File: config.mk
export PLATFORM = sky130hd
export DESIGN_NAME = dbg_wlock_top
export DESIGN_NICKNAME = d
export VERILOG_FILES = /design/src/rtl/dwl_pkg.sv /design/src/rtl/dwl_decode.sv /design/src/rtl/dwl_lock_keeper.sv /design/src/rtl/dwl_reg_bank.sv /design/src/rtl/dbg_wlock_top.sv
export SDC_FILE = /design/constraint.sdc
export NUM_CORES = 1
export LEC_CHECK = 0
export CAP_MARGIN = 15
export CORE_ASPECT_RATIO = 0.6
export CORE_MARGIN = 2
export CORE_UTILIZATION = 60
export CTS_CLUSTER_SIZE = 28
export DETAILED_ROUTE_END_ITERATION = 7
export GPL_ROUTABILITY_DRIVEN = 0
export PLACE_DENSITY = 0.84
export SLEW_MARGIN = 10
export SYNTH_ARGS = -nofsm -noshare
export SYNTH_HDL_FRONTEND = slang
export SYNTH_SLANG_ARGS = --single-unit
File: constraint.sdc
create_clock -name clk -period 2.7 [get_ports clk]
set_clock_uncertainty 0.1 [all_clocks]
set_input_delay 0.27 -clock clk [delete_from_list [all_inputs] [get_ports clk]]
set_output_delay 0.27 -clock clk [all_outputs]
set_load 0.005 [all_outputs]
File: src/rtl/dwl_pkg.sv
package dwl_pkg;
  localparam int DATA_W = 32;
  localparam logic [DATA_W-1:0] UNLOCK_KEY = 32'hC5AC_CE55;
  typedef enum logic [1:0] {SEL_NONE, SEL_BANK, SEL_KEY, SEL_STAT} sel_e;
endpackage

File: src/rtl/dwl_decode.sv
module dwl_decode
  import dwl_pkg::*;
#(
  parameter int ADDR_W = 6,
  parameter int NREG   = 4,
  localparam int WORD_W = ADDR_W - 2,
  localparam int IDX_W  = (NREG > 1) ? $clog2(NREG) : 1
) (
  input  logic [ADDR_W-1:0] addr,
  output sel_e              sel,
  output logic [IDX_W-1:0]  idx
);
  localparam logic [WORD_W-1:0] KEY_WORD  = WORD_W'(NREG);
  localparam logic [WORD_W-1:0] STAT_WORD = WORD_W'(NREG + 1);

  logic [WORD_W-1:0] word;
  assign word = addr[ADDR_W-1:2];
  assign idx  = word[IDX_W-1:0];

  always_comb begin
    sel = SEL_NONE;
    if (addr[1:0] == 2'b00) begin
      if (word < KEY_WORD)        sel = SEL_BANK;
      else if (word == KEY_WORD)  sel = SEL_KEY;
      else if (word == STAT_WORD) sel = SEL_STAT;
    end
  end
endmodule

File: src/rtl/dwl_lock_keeper.sv
module dwl_lock_keeper
  import dwl_pkg::*;
(
  input  logic              clk,
  input  logic              dbg_rst,
  input  logic              key_wr,
  input  logic [DATA_W-1:0] wdata,
  output logic              locked
);
  // Retention domain: only dbg_rst touches this flop.
  always_ff @(posedge clk) begin
    if (dbg_rst)     locked <= 1'b1;
    else if (key_wr) locked <= (wdata != UNLOCK_KEY);
  end
endmodule

File: src/rtl/dwl_reg_bank.sv
module dwl_reg_bank
  import dwl_pkg::*;
#(
  parameter int NREG = 4,
  localparam int IDX_W = (NREG > 1) ? $clog2(NREG) : 1
) (
  input  logic                        clk,
  input  logic                        core_rst,
  input  logic                        we,
  input  logic [IDX_W-1:0]            idx,
  input  logic [DATA_W-1:0]           wdata,
  output logic [NREG-1:0][DATA_W-1:0] q
);
  for (genvar i = 0; i < NREG; i++) begin : g_reg
    always_ff @(posedge clk) begin
      if (core_rst)                        q[i] <= '0;
      else if (we && idx == IDX_W'(i))     q[i] <= wdata;
    end
  end
endmodule

File: src/rtl/dbg_wlock_top.sv
module dbg_wlock_top
  import dwl_pkg::*;
#(
  parameter int ADDR_W = 6,
  parameter int NREG   = 4
) (
  input  logic              clk,
  input  logic              core_rst,
  input  logic              dbg_rst,
  input  logic [ADDR_W-1:0] bus_addr,
  input  logic [31:0]       bus_wdata,
  input  logic              bus_wr,
  input  logic              bus_rd,
  output logic [31:0]       bus_rdata
);
  localparam int IDX_W = (NREG > 1) ? $clog2(NREG) : 1;

  sel_e                        sel;
  logic [IDX_W-1:0]            idx;
  logic                        lock_q;
  logic [NREG-1:0][DATA_W-1:0] bank_q;
  logic [DATA_W-1:0]           stat_word;
  logic [DATA_W-1:0]           rd_mux;

  dwl_decode #(.ADDR_W(ADDR_W), .NREG(NREG)) u_dec (
    .addr(bus_addr), .sel(sel), .idx(idx)
  );

  dwl_lock_keeper u_lock (
    .clk(clk), .dbg_rst(dbg_rst),
    .key_wr(bus_wr && sel == SEL_KEY),
    .wdata(bus_wdata), .locked(lock_q)
  );

  dwl_reg_bank #(.NREG(NREG)) u_bank (
    .clk(clk), .core_rst(core_rst),
    .we(bus_wr && sel == SEL_BANK && !lock_q),
    .idx(idx), .wdata(bus_wdata), .q(bank_q)
  );

  always_comb begin
    stat_word    = '0;
    stat_word[0] = 1'b1;
    stat_word[1] = lock_q;
    stat_word[2] = 1'b0;
  end

  always_comb begin
    case (sel)
      SEL_BANK: rd_mux = bank_q[idx];
      SEL_STAT: rd_mux = stat_word;
      default:  rd_mux = '0;
    endcase
  end

  always_ff @(posedge clk) begin
    if (core_rst)    bus_rdata <= '0;
    else if (bus_rd) bus_rdata <= rd_mux;
    else             bus_rdata <= '0;
  end
endmodule

==> reports/metrics.cfg <==
[power]
power.density_mw_per_mm2 = 642
finalPower_mw = 4.94
p_leak_nw = 2.80
p_sw_share_pct = 20.5
p_switching_mw = 1.01
peakVddDrop_v = 0.000498
power_frac_comb_pct = 4.1
pwr-share-clk_pct = 47.8
seqPwrFrac_pct = 48.1
p_int_mw = 3.93

[clock_network]
postCtsSetupBuffers = 0
holdBufCountCts = 0
h-tree-depth = 4
cts_made_buffers = 17
clockBufferDepth = 2
clock-sinks = 161
clk_pin_slew_ns = 0.06
root_buffer = clkbuf_16
tritoncts = built
cts_resized = 0
worstSkewPairLatency_ns = 0.42

[logic_synthesis]
ys_seq_elements = 161
synth_top_cells_by_area = dfxtp_1 (50%), mux4_2 (11%), nand2_1 (11%), a21oi_1 (6.9%), mux2i_1 (5.1%)
ys_warn_count = 0
synth_top_family_by_area = simple AND/OR/NAND/NOR gates
synth_fa_ha_area_share_pct = 0
synth_fp_nets = 700
synthCells = 657
synth_top_area_share_pct = 50.2
synthMuxAreaShare_pct = 16.4
yosysSeqAreaShare_pct = 50.2
yosysTopAreaCell = dfxtp_1
netlist_area_mm2 = 0.00642
syn_area_per_cell_um2 = 9.77
synthSimpleGateAreaFrac_pct = 19.8
synth_xor_area_share_pct = 0
synthDistinctLibCells = 30
synth_compound_area_share_pct = 8.17

[detailed_routing]
wirelength_mm = 16.2
vias = 5189
drtIter0Drc = 390
dr.pass1.iters = 5
viasPerCell = 5.96
drcViolationCount = 0
antenna_left = 0
wire_per_inst_um = 18.6

[timing]
setup_viol = 0
worstMarginPinSlew_ns = 0.788
rsz0062_at_grt = false
finalSetupTns_ns = 0
finalHoldViolations = 0
fmax_mhz = 529
fin_crit_sh_pct = 70.1
slew_headroom_pct = 47.5
layout_min_cycle_time_ns = 1.89
slew_viol_final = 0

[worst_hold_path]
hold_depth = 3
min-delay-start = core_rst
whs_endpoint = bus_rdata[0]
hold_path_class = in -> reg

[layout]
antenna_cells = 0
area_growth_pct = 20.0
nets = 764
postLayoutCellArea_mm2 = 0.00770
layout-drive-gt1-share_pct = 12.7
final_cell_mix = nand2_1 (192), dfxtp_1 (161), a21oi_1 (89)
layout_commonest_cell = nand2_1
fillCellCount = 739

[floorplanning]
start_util_pct = 61.2
die-area_mm2 = 0.0116
rows = 29
die_h_um = 84.1
fp.dieW_um = 138
core_mm2 = 0.0105
ioPinCount = 75

[global_routing]
grt_max_degree = 73
grt_pass1_vias = 5221
grt_pass1_wl_mm = 25.8
antenna_found_initial = 0
grt_use_total_pct = 29.2
grt_overflow = 0

[place]
post_dp_cell_area_mm2 = 0.00712
io_buffers = 74
dp_hpwl_mm = 10.1

[setup_path]
critPathMaxFanout = 14
cp.arrival_ns = 2.13
critPathRequiredTime_ns = 2.94
r2r_slack_ns = 0.81
timing.rr.start = u_lock.locked
crit_type = reg -> reg
regToRegEndpoint = u_bank.q[65]
r2r_cells = 5
setup.worst_path.start_class = register
worstSetupEndpointType = register

[status]
outcome = finished clean

[job]
maxCapViolations = 0

-- logic make-up (layout without fill, tap and decap cells) --
| logic type | count (synthesis) | count (layout) |
|---|---|---|
| buffers and inverters | 49 | 123 |
| muxes | 65 | 65 |
| and+or+nand+nor | 284 | 284 |
| AOI/OAI and AO/OA | 98 | 98 |
| DFF | 161 | 161 |
-- power by group through the flow --
stage,registers [mW],logic (mW),clock network [mW]
6_report,2.38,0.203,2.36
4_1_cts,2.38,0.201,2.37
5_1_grt,2.37,0.213,2.48
3_3_place_gp,2.43,0.195,0
3_5_place_dp,2.43,0.199,0
2_1_floorplan,2.43,0.0831,0
-- cell usage after synthesis, drive strengths merged --
cell / n
nand2: 192
dfxtp: 161
a21oi: 98
nor2: 35
mux2i: 33
mux4: 32
nor2b: 31
buf: 30
clkbuf: 19
nand4: 4
and4b: 3
nand3: 3
nor4bb: 3
nand3b: 2
nor4b: 2
and2b: 1
and3: 1
and4: 1
nand2b: 1
nand4b: 1
nor3: 1
nor3b: 1
nor4: 1
or2: 1
-- final cells by class --
cell class	count	area, um^2	area share (%)
clock buffer	24	502	6.51
clock inverter	5	77.6	1.01
sequential	161	3220	41.8
tap	139	174	2.26
multi-input combinational	447	2840	36.9
timing repair buffer	94	883	11.5
-- per-layer routing --
metal	share of wire, %	routed length [um]	track usage (%)	vias up
li1	-	-	-	2345
met1	40	6560	36.3	2564
met2	51	8250	50.0	243
met3	6.6	1060	5.65	37
met4	2.0	321	11.7	0
met5	0	0	0	-
-- per-stage QoR --
stage | hold slack [ns] | setup WS (ns) | util [%] | instances
finish | 0.0947 | 0.808 | 73.5 | 870
global route | 0.106 | 0.725 | 73.5 | 870
CTS | 0.0892 | 0.828 | 73.5 | 870
global placement | 0.338 | 0.477 | 67.9 | 841
detailed placement | 0.344 | 0.410 | 67.9 | 841
floorplan | 0.306 | 1.22 | - | 657
-- registers in the layout, summed over array words and instances, names as in the netlist --
name and count:
u_lock.locked 1, bus_rdata 32, u_bank.q 128
-- worst max-delay path by stage --
stage,start,endpoint,slack (ns),depth (start not counted)
finish,u_lock.locked,u_bank.q[65],0.81,5
global placement,bus_addr[5],bus_rdata[20],0.48,6
CTS,u_lock.locked,u_bank.q[70],0.83,5
floorplan,bus_addr[2],bus_rdata[10],1.22,4
global route,u_lock.locked,u_bank.q[65],0.73,5
detailed placement,bus_addr[5],bus_rdata[8],0.41,6
-- critical path, cell delays in order (launching register included) --
cell	delay [ns]
dfxtp_1	0.35
nor3b_4	0.35
and4b_1	0.48
buf_4	0.29
nand2_1	0.09
a21oi_1	0.15
No activity file was read; power rests on OpenSTA's default activity.
